[src/rtl/addsub_flags.sv]
module addsub_flags #(
  parameter int W       = 4,
  parameter bit REG_OUT = 1'b1
) (
  input  logic         clk,
  input  logic         rst_n,
  input  logic [W-1:0] op_a,
  input  logic [W-1:0] op_b,
  input  logic         sub_mode,
  output logic [W-1:0] result,
  output logic         flag_c,
  output logic         flag_v,
  output logic         flag_n,
  output logic         flag_z
);

  localparam int MSB = W - 1;

  logic [W-1:0] eff_b;
  logic [W:0]   carry;
  logic [W-1:0] sum_c;
  logic         c_c, v_c, n_c, z_c;

  assign eff_b    = op_b ^ {W{sub_mode}};
  assign carry[0] = sub_mode;

  for (genvar i = 0; i < W; i++) begin : g_fa
    assign sum_c[i]   = op_a[i] ^ eff_b[i] ^ carry[i];
    assign carry[i+1] = (op_a[i] & eff_b[i]) | (carry[i] & (op_a[i] ^ eff_b[i]));
  end

  assign c_c = carry[W];
  assign v_c = (op_a[MSB] == eff_b[MSB]) && (sum_c[MSB] != op_a[MSB]);
  assign n_c = sum_c[MSB];
  assign z_c = (sum_c == '0);

  if (REG_OUT) begin : g_reg
    always_ff @(posedge clk or negedge rst_n) begin
      if (!rst_n) begin
        result <= '0;
        flag_c <= 1'b0;
        flag_v <= 1'b0;
        flag_n <= 1'b0;
        flag_z <= 1'b0;
      end else begin
        result <= sum_c;
        flag_c <= c_c;
        flag_v <= v_c;
        flag_n <= n_c;
        flag_z <= z_c;
      end
    end

    assert_reg_stage_R8: assert property (@(posedge clk) disable iff (!rst_n)
      1'b1 |=> (result == $past(op_a + (sub_mode ? ~op_b : op_b) + W'(sub_mode))));
  end else begin : g_comb
    assign result = sum_c;
    assign flag_c = c_c;
    assign flag_v = v_c;
    assign flag_n = n_c;
    assign flag_z = z_c;
  end

  assert_add_zero_b_R1: assert property (@(posedge clk) disable iff (!rst_n)
    (!sub_mode && op_b == '0) |-> (sum_c == op_a && !c_c));

  assert_sub_self_R2: assert property (@(posedge clk) disable iff (!rst_n)
    (sub_mode && op_a == op_b) |-> (sum_c == '0 && c_c));

  assert_sub_carry_R3: assert property (@(posedge clk) disable iff (!rst_n)
    sub_mode |-> (c_c == (op_a >= op_b)));

  assert_no_overflow_R5: assert property (@(posedge clk) disable iff (!rst_n)
    (op_a[MSB] != eff_b[MSB]) |-> !v_c);

  assert_zero_sign_R7: assert property (@(posedge clk) disable iff (!rst_n)
    z_c |-> !n_c);

endmodule

[config.mk]
export PLATFORM = sky130hd
export DESIGN_NAME = addsub_flags
export DESIGN_NICKNAME = d
export VERILOG_FILES = /design/src/rtl/addsub_flags.sv
export SDC_FILE = /design/constraint.sdc
export NUM_CORES = 1
export LEC_CHECK = 0
export CAP_MARGIN = 10
export CORE_AREA = 2 2 39 41
export DETAILED_ROUTE_END_ITERATION = 12
export DIE_AREA = 0 0 41 43
export PLACE_DENSITY_LB_ADDON = 0.25
export SYNTH_ARGS = -nofsm -noshare
export SYNTH_HDL_FRONTEND = slang
export SYNTH_SLANG_ARGS = --single-unit
[constraint.sdc]
create_clock -name clk -period 0.8 [get_ports clk]
set_input_delay 0.16 -clock clk [delete_from_list [all_inputs] [get_ports clk]]
set_output_delay 0.16 -clock clk [all_outputs]
set_load 0.005 [all_outputs]
* After elaboration in Yosys (flattened, before gate mapping)
Cells that the tools add are included.
** Operators by class
- Equal/unequal tests :: 2
- Bitwise gates (word level) :: 21
- Reductions and logical operators :: 2
** Operators by type and width (count)
- $and A1 B1 Y1 :: 8
- $xor A1 B1 Y1 :: 8
- $logic_not A4 Y1 :: 1
- $or A1 B1 Y1 :: 4
- $xor A4 B4 Y4 :: 1
- $eq A1 B1 Y1 :: 1
- $logic_and A1 B1 Y1 :: 1
- $ne A1 B1 Y1 :: 1
** Word-level totals
- Register bits after elaboration :: 8
- Bits of input ports :: 11
- Output and inout port bits :: 8
- Word-level logic and storage cells :: 30

* Depth between registers and ports, before layout
Gate-level depths: netlist of run 1.
- Depth after elaboration :: 11
- Gate-level depth with buffers :: 8
- Mapped depth without buffers :: 8

* Least setup slack after synthesis of run 1
Ideal clock, no wire load.
- Path type :: input to register
- Start :: input op_b[0]
- End :: register flag_z
- Setup time :: 96 ps
- Arrival :: 1804 ps
- Required time :: 704 ps
- Setup slack :: -1100 ps
- Cell stages on the path :: 7
- Buffers on the path :: 0
- Cell sequence :: mux2_2 -> fa_1 -> inv_1 -> fa_1 -> inv_1 -> fa_1 -> nor4_2
** Between the ends
- Longest elaborated chain between the ends :: 10
- Elaborated cells on any way between the ends :: 14
- Those cells by class :: 13 x bitwise; 1 x reduce/logical
** RTL lines
- from (decl) :: RTL line 8 : input logic [W-1:0] op_b,
- $xor A4 B4 Y4 * :: RTL line 24 : assign eff_b = op_b ^ {W{sub_mode}};
- $xor A1 B1 Y1 :: RTL line 29 : assign carry[i+1] = (op_a[i] & eff_b[i]) | (carry[i] & (op_a[i] ^ eff_b[i]));
- $and A1 B1 Y1 :: RTL line 29
- $or A1 B1 Y1 * :: RTL line 29
- $and A1 B1 Y1 * :: RTL line 29
- $or A1 B1 Y1 * :: RTL line 29
- $and A1 B1 Y1 * :: RTL line 29
- $or A1 B1 Y1 * :: RTL line 29
- $xor A1 B1 Y1 * :: RTL line 28 : assign sum_c[i] = op_a[i] ^ eff_b[i] ^ carry[i];
- net n_c :: RTL line 22 : logic c_c, v_c, n_c, z_c;
- $logic_not A4 Y1 * :: RTL line 35 : assign z_c = (sum_c == '0);
- net z_c :: RTL line 22
- to (signal assigned) :: RTL line 50 : flag_z <= z_c;
- to (decl) :: RTL line 14 : output logic flag_z
The timed path passes the listed nets; every way through them passes the cells marked *.

* Worst setup path after layout of run 1
- Start :: input op_b[0]
- End :: register flag_v
** Between the ends
- Longest elaborated chain between the ends :: 11
- Elaborated cells on any way between the ends :: 12
- Those cells by class :: 1 x eq/ne; 10 x bitwise; 1 x reduce/logical
** RTL lines
- $xor A4 B4 Y4 * :: RTL line 24
- $xor A1 B1 Y1 :: RTL line 29
- $and A1 B1 Y1 :: RTL line 29
- $or A1 B1 Y1 * :: RTL line 29
- $and A1 B1 Y1 * :: RTL line 29
- $or A1 B1 Y1 * :: RTL line 29
- $and A1 B1 Y1 * :: RTL line 29
- $or A1 B1 Y1 * :: RTL line 29
- $xor A1 B1 Y1 * :: RTL line 28
- net n_c :: RTL line 22
- $ne A1 B1 Y1 * :: RTL line 33 : assign v_c = (op_a[MSB] == eff_b[MSB]) && (sum_c[MSB] != op_a[MSB]);
- $logic_and A1 B1 Y1 * :: RTL line 33
- net v_c :: RTL line 22
- to (signal assigned) :: RTL line 48 : flag_v <= v_c;
- to (decl) :: RTL line 12 : output logic flag_v,
Marks and branches as above.

==> impl_results.rst, run 1 <==
.. list-table::
   :header-rows: 1

   * - Metric
     - Value
   * - Run status
     - finished, violations left
   * - Violated checks
     - negative setup slack
   * - Violation count after the first detailed-route iteration
     - 1
   * - Largest fanout on the critical path
     - 3
   * - Met3 demand-to-capacity share in global routing
     - 0
   * - Pwr/cell area
     - 1930 nW/µm²
   * - Overall die area
     - 1760 µm²
   * - Net count, final
     - between 60 and 70
   * - Met1 track utilization from global routing
     - 0.0705
   * - Sum of overflow across all layers after global routing
     - 0
   * - Post-Route WL
     - 645 µm
   * - Site row count
     - 14
   * - CTS tree
     - built
   * - Layout cell share with drive strength beyond 1
     - 0.635
   * - Worst setup path class
     - in -> reg
   * - Dpl hpwl
     - 510 µm
   * - Sum Neg Setup Slack
     - -4.65 ns
   * - Kind of end point of the critical path
     - flip-flop
   * - Worst path required time
     - 0.93 ns
   * - Synth Cell Area
     - about 340 µm²
   * - Final Cycle Share
     - 2.27
   * - Worst Max-Slew Pin Slew
     - ~0.30 ns
   * - Pre-CTS WS
     - -1.66 ns
   * - Clock transition at the registers of the reported paths
     - about 0.05 ns
   * - Number of inserted diodes
     - 0
   * - Number of distinct standard cells referenced by the synthesized netlist
     - 10
   * - Class of the worst hold path
     - in -> async
   * - Static Leak
     - 0.298 nW
   * - Drt via density
     - approximately 3.9
   * - Area taken by flip-flops and latches
     - 175 µm²
   * - Antenna violations before repair
     - 0
   * - Total area of multi-input combinational cells
     - 179 µm²
   * - Hold Violations, Final
     - 0
   * - Floorplan die width
     - 41 µm
   * - Number of clock sinks
     - 7
   * - Post-layout total power
     - between 1 and 1.5 mW
   * - Syn Nets
     - 39
   * - Starting Density
     - 0.247
   * - Final routed DRC violation total
     - 0
   * - Post-synthesis instance total
     - 24
   * - Global router's overall resource usage
     - 0.0875
   * - Number of filler instances in the final layout
     - 143
   * - Overall via count from detail_route
     - 262
   * - Worst Setup Slack, final
     - -1.02 ns
   * - Number of clock buffers inserted by TritonCTS
     - 3
   * - Mean post-synth cell area
     - 14.2 µm²
   * - CP arrival
     - 1.95 ns
   * - 1st-pass router iterations
     - 2
   * - Antenna Nets Post-Route
     - 0
   * - Count of boundary I/O pins
     - 19
   * - Synthesis-to-finish area growth
     - 76.9%
   * - #FFs+latches synth
     - 7
   * - Upper clock frequency limit
     - 0.550 GHz
   * - IR Drop Worst-Case VDD
     - 0.567 mV
   * - Number of max-cap violations
     - 0
   * - Yosys synthesis warning count
     - 0
   * - Part of the Yosys area used for sequential elements
     - 0.513
   * - Startpoint class of the critical path
     - primary input
   * - Final-layout worst hold slack
     - 0.161 ns
   * - Core area
     - 1380 µm²
   * - CTS hold repair buffers
     - 0
   * - Placer Congestion
     - 0.608
   * - Level count of the clock H-tree
     - 1
   * - Busiest grt layer
     - met2
   * - Tmin final
     - 1.82 ns
   * - Met2 layer usage reported by global route
     - 0.175
   * - Max transition margin
     - 0.800
   * - Number of global-route vias before repair
     - about 280
   * - First-pass GRT wire length
     - around 1000 µm
   * - Maximum buffer depth of the clock tree
     - 2
   * - Die Ht
     - 43 µm
   * - Average wire length per cell after detail routing
     - roughly 9.5 µm
   * - Number of port buffers
     - 18
   * - Unrepaired setup endpoints after global routing
     - true
   * - Final Slew Violations
     - 0
   * - Buffer type at the clock tree root
     - sky130_fd_sc_hd__clkbuf_4
   * - Count of endpoints failing setup in the final report
     - 14
   * - Pin count of the biggest net entering global routing
     - 8
timing repair:
| action | in CTS | in global routing |
|---|---|---|
| endpoints found under the hold margin | 0 | 0 |
| gates resized for setup | 53 | 3 |
| buffers inserted | 2 | 0 |
| setup endpoints to repair | 15 | 14 |
| pin swaps | 7 | 5 |
worst paths after layout:
check                        start                   to  cells after the start
worst max-delay path       op_b[0]     flag_v$_DFF_PN0_                      9
worst min-delay path         rst_n  result[2]$_DFF_PN0_                      1
max in group asynchronous    rst_n     flag_c$_DFF_PN0_                      1
min in group clk           op_a[0]  result[0]$_DFF_PN0_                      3
kinds of logic (layout without fill, tap and decap cells):
logic type	count (synthesis)	in the layout	share of synthesized area
DFF	7	7	0.513
muxes	1	1	0.0330
adders and majority gates	4	4	0.212
xor gates and xnor gates	5	5	0.128
buffers and inverters	5	33	0.0659
and+or+nand+nor	2	2	0.0476
synth_stat cells:
| master | n | area [µm²] |
|---|---|---|
| sky130_fd_sc_hd__xnor2_1 | 2 | 17.5 |
| sky130_fd_sc_hd__nor2_1 | 1 | 3.75 |
| sky130_fd_sc_hd__buf_4 | 1 | 7.51 |
| sky130_fd_sc_hd__mux2_2 | 1 | 11.3 |
| sky130_fd_sc_hd__fa_1 | 3 | 60.1 |
| sky130_fd_sc_hd__nor4_2 | 1 | 12.5 |
| sky130_fd_sc_hd__dfrtp_1 | 7 | 175 |
| sky130_fd_sc_hd__inv_1 | 4 | 15.0 |
| sky130_fd_sc_hd__xor2_1 | 3 | 26.3 |
| sky130_fd_sc_hd__ha_1 | 1 | 12.5 |
cell usage in the layout (no fill, tap or decap):
cell type | synthesis | final
sky130_fd_sc_hd__ha_1 | 1 | 1
sky130_fd_sc_hd__clkdlybuf4s50_1 | 0 | 5
sky130_fd_sc_hd__buf_4 | 1 | 6
sky130_fd_sc_hd__mux2_4 | 0 | 1
sky130_fd_sc_hd__nor2_1 | 1 | 1
sky130_fd_sc_hd__clkbuf_2 | 0 | 1
sky130_fd_sc_hd__clkinv_2 | 0 | 1
sky130_fd_sc_hd__xor2_1 | 3 | 2
sky130_fd_sc_hd__buf_6 | 0 | 3
sky130_fd_sc_hd__xnor2_2 | 0 | 1
sky130_fd_sc_hd__nor4_4 | 0 | 1
sky130_fd_sc_hd__inv_1 | 4 | 1
sky130_fd_sc_hd__xnor2_1 | 2 | 1
sky130_fd_sc_hd__fa_2 | 0 | 3
sky130_fd_sc_hd__xor2_2 | 0 | 1
sky130_fd_sc_hd__inv_2 | 0 | 3
sky130_fd_sc_hd__buf_2 | 0 | 9
sky130_fd_sc_hd__dlygate4sd2_1 | 0 | 1
sky130_fd_sc_hd__dfrtp_1 | 7 | 7
sky130_fd_sc_hd__clkbuf_4 | 0 | 3
worst max-delay path: stages:
cell and delay [ns]:
sky130_fd_sc_hd__buf_6 0.10, sky130_fd_sc_hd__mux2_4 0.29, sky130_fd_sc_hd__fa_2 0.33, sky130_fd_sc_hd__inv_2 0.06, sky130_fd_sc_hd__fa_2 0.18, sky130_fd_sc_hd__inv_2 0.04, sky130_fd_sc_hd__fa_2 0.59, sky130_fd_sc_hd__xnor2_2 0.13
sky130_fd_sc_hd__nor2_1 0.05
sequential cells by signal (all words and copies together) (netlist names):
| register | cells |
|---|---|
| flag_z | 1 |
| flag_v | 1 |
| flag_c | 1 |
| result | 3 |
| flag_n | 1 |
area by class of cell:
| cell class | count | share of cell area |
|---|---|---|
| Clock buffer | 3 | 0.0373 |
| Clock inverter | 1 | 0.00828 |
| Inverter | 4 | 0.0248 |
| Multi-Input combinational cell | 12 | 0.296 |
| Sequential cell | 7 | 0.290 |
| Tap cell | 16 | 0.0331 |
| Timing Repair Buffer | 25 | 0.311 |
metrics by stage:
step                      utilization  std cells  area (µm²)
after global placement          0.420         62         581
after detailed placement        0.420         62         581
after global routing            0.437         68         604
final                           0.437         68         604
after CTS                       0.429         68         593
after floorplan                     -         24         350
per-layer routing:
| metal | vias up | part of all wire |
|---|---|---|
| met5 | - | 0 |
| met1 | 126 | 0.26 |
| met4 | 0 | 0 |
| met3 | 0 | 0.096 |
| met2 | 12 | 0.64 |
| li1 | 124 | - |
power by group:
part,switching [mW],total [mW],internal (mW),leakage [nW]
logic,0.184,0.421,0.237,0.196
clock network,0.123,0.305,0.182,0.0177
registers,0.0152,0.438,0.423,0.0849
No activity file was read; power rests on OpenSTA's default activity.
==> run 2, diff against run 1 <==
==> constraint.sdc (replaced) <==
create_clock -name clk -period 1.5 [get_ports clk]
set_input_delay 0.3 -clock clk [delete_from_list [all_inputs] [get_ports clk]]
set_output_delay 0.3 -clock clk [all_outputs]
set_load 0.005 [all_outputs]
==> run 2 against run 1 <==
Against the previous run: non-clock buffer count down 2; first-iteration DRC count unchanged; flip-flop and latch count stayed put; cell count fell by 2.9%; largest power group unchanged; via count fell by 1.5%; combinational power down 47%; wire length decreased by 14%; the flow still finishes with violations (negative setup slack); critical path type unchanged; power is 46% lower; clock power decreased by 45%; global-route usage up 0.31 points; clock-buffer cell count up 1.
==> impl_results.rst, run 2 (same netlist as run 1, synthesis figures left out) <==
.. list-table::
   :header-rows: 1

   * - Metric
     - Value
   * - Run status
     - finished, violations left
   * - Violated checks
     - negative setup slack
   * - Worst Max-Slew Pin Slew
     - 0.286 ns
   * - Post-Route WL
     - 552 µm
   * - Most used cells in the layout excluding fill and tap cells
     - sky130_fd_sc_hd__clkdlybuf4s50_1, sky130_fd_sc_hd__dfrtp_1, sky130_fd_sc_hd__buf_4
   * - Kind of end point of the critical path
     - flip-flop
   * - Starting Density
     - 0.247
   * - Most common library cell in the layout ignoring fill and taps
     - sky130_fd_sc_hd__clkdlybuf4s50_1
   * - Final routed DRC violation total
     - 0
   * - Largest Register
     - result
   * - Tmin final
     - about 1.9 ns
   * - Clock transition at the registers of the reported paths
     - around 0.050 ns
   * - Number of global-route vias before repair
     - 242
   * - Worst path required time
     - 1.64 ns
   * - 1st-pass router iterations
     - 2
   * - CTS tree
     - built
   * - Launching element of the worst setup path
     - op_b[0]
   * - Number of clock buffers inserted by TritonCTS
     - 3
   * - CTS hold repair buffers
     - 0
   * - IR Drop Worst-Case VDD
     - 0.296 mV
   * - Number of clock sinks
     - 7
   * - Setup crit end
     - flag_v$_DFF_PN0_
   * - Placer Congestion
     - 0.604
   * - Antenna Nets Post-Route
     - 0
   * - Average wire length per cell after detail routing
     - 8.36 µm
   * - Largest register FFs
     - 3
   * - CP arrival
     - approximately 2.1 ns
   * - Count of endpoints failing setup in the final report
     - 4
   * - Maximum buffer depth of the clock tree
     - 2
   * - Startpoint class of the critical path
     - primary input
   * - Static Leak
     - 0.274 nW
   * - Number of filler instances in the final layout
     - 133
   * - Pin count of the biggest net entering global routing
     - 8
   * - Die Ht
     - 43 µm
   * - Layout cell share with drive strength beyond 1
     - 0.380
   * - Max transition margin
     - 0.809
   * - Final-layout worst hold slack
     - 0.295 ns
   * - Hold Violations, Final
     - 0
   * - Upper clock frequency limit
     - 0.519 GHz
   * - Site row count
     - 14
   * - Area taken by flip-flops and latches
     - 175 µm²
   * - Number of inserted diodes
     - 0
   * - Floorplan die width
     - 41 µm
   * - Synthesis-to-finish area growth
     - 75.8%
   * - Worst setup path class
     - in -> reg
   * - Overall via count from detail_route
     - ~260
   * - Sum Neg Setup Slack
     - -1.05 ns
   * - Sum of overflow across all layers after global routing
     - 0
   * - Antenna violations before repair
     - 0
   * - Net count, final
     - 66
   * - Drt via density
     - 3.91
   * - Global router's overall resource usage
     - 0.0905
   * - Pwr/cell area
     - between 1000 and 1500 nW/µm²
   * - Number of max-cap violations
     - 0
   * - Worst Setup Slack, final
     - -0.427 ns
   * - Final Slew Violations
     - 0
   * - Final Cycle Share
     - 1.28
   * - Buffer type at the clock tree root
     - sky130_fd_sc_hd__clkbuf_4
   * - First-pass GRT wire length
     - 910 µm
   * - Final cell utilization of the core
     - 0.434
   * - Level count of the clock H-tree
     - 1
   * - Total area of multi-input combinational cells
     - 155 µm²
   * - Core area
     - between 1000 and 1500 µm²
   * - Unrepaired setup endpoints after global routing
     - true
   * - Overall die area
     - between 1500 and 2000 µm²
   * - Largest fanout on the critical path
     - 3
   * - Class of the worst hold path
     - in -> async
   * - Number of port buffers
     - 18
   * - Count of boundary I/O pins
     - 19
   * - Post-CTS Repair Setup Buffers
     - 0
   * - Dpl hpwl
     - a little under 500 µm
   * - Violation count after the first detailed-route iteration
     - 1
[run 2: critical path, stage by stage]
cell and delay, ns:
sky130_fd_sc_hd__buf_6 0.09, sky130_fd_sc_hd__mux2_4 0.29, sky130_fd_sc_hd__fa_2 0.36, sky130_fd_sc_hd__inv_2 0.06, sky130_fd_sc_hd__fa_2 0.18, sky130_fd_sc_hd__inv_2 0.04, sky130_fd_sc_hd__fa_2 0.56, sky130_fd_sc_hd__xnor2_1 0.12
sky130_fd_sc_hd__nor2_1 0.05
[run 2: how the worst min path moves through the flow]
stage	start	end	slack (ns)	cells after the start
floorplan	rst_n	flag_c$_DFF_PN0_	0.004	0
global placement	rst_n	result[2]$_DFF_PN0_	0.56	1
detailed placement	rst_n	result[1]$_DFF_PN0_	0.57	1
CTS	rst_n	flag_n$_DFF_PN0_	0.30	1
global route	rst_n	result[1]$_DFF_PN0_	0.31	1
finish	rst_n	flag_n$_DFF_PN0_	0.29	1
[run 2: power breakdown]
part / internal, mW / switching, mW / total (mW)
clock network: 0.101 / 0.0659 / 0.167
logic: 0.145 / 0.0774 / 0.223
registers: 0.226 / 0.00997 / 0.236
total: 0.473 / 0.153 / 0.626
[run 2: cell type report]
cell class	instances	share of cell area
inverter	4	0.0250
tap	16	0.0333
sequential	7	0.292
timing repair buffer	23	0.348
clock buffer	4	0.0438
multi-input combinational	12	0.258
[run 2: stage by stage]
stage               power [mW]  setup slack [ns]  instance area (µm²)  instances
floorplan                0.326            -0.491                  350         24
global placement         0.457             -1.07                  581         62
detailed placement       0.465             -1.11                  581         62
CTS                      0.637            -0.537                  604         66
global route             0.676            -0.462                  601         66
finish                   0.626            -0.427                  601         66
[run 2: metal layers]
metal | share of wire | GRT usage | vias to the layer above | routed length [µm]
met5 | 0 | 0 | - | 0
met4 | 0.047 | 0.120 | 0 | 26
met3 | 0.092 | 0.0471 | 3 | 51
met2 | 0.56 | 0.131 | 15 | 310
met1 | 0.30 | 0.0671 | 118 | 164
li1 | - | - | 122 | -
[run 2: repair_timing]
item | CTS | global route
resized for setup | 18 | 2
endpoints found under the setup margin | 5 | 5
cloned | 0 | 0
pin swaps | 6 | 7
==> run 3, diff against run 2 <==
--- a/config.mk
+++ b/config.mk
@@ -5,6 +5,7 @@
 export SDC_FILE = /design/constraint.sdc
 export NUM_CORES = 1
 export LEC_CHECK = 0
+export ABC_CLOCK_PERIOD_IN_PS = 1500
 export CAP_MARGIN = 10
 export CORE_AREA = 2 2 39 41
 export DETAILED_ROUTE_END_ITERATION = 12
==> results of run 3 <==
No change in the layout: final DEF, timing and power equal those of run 2.
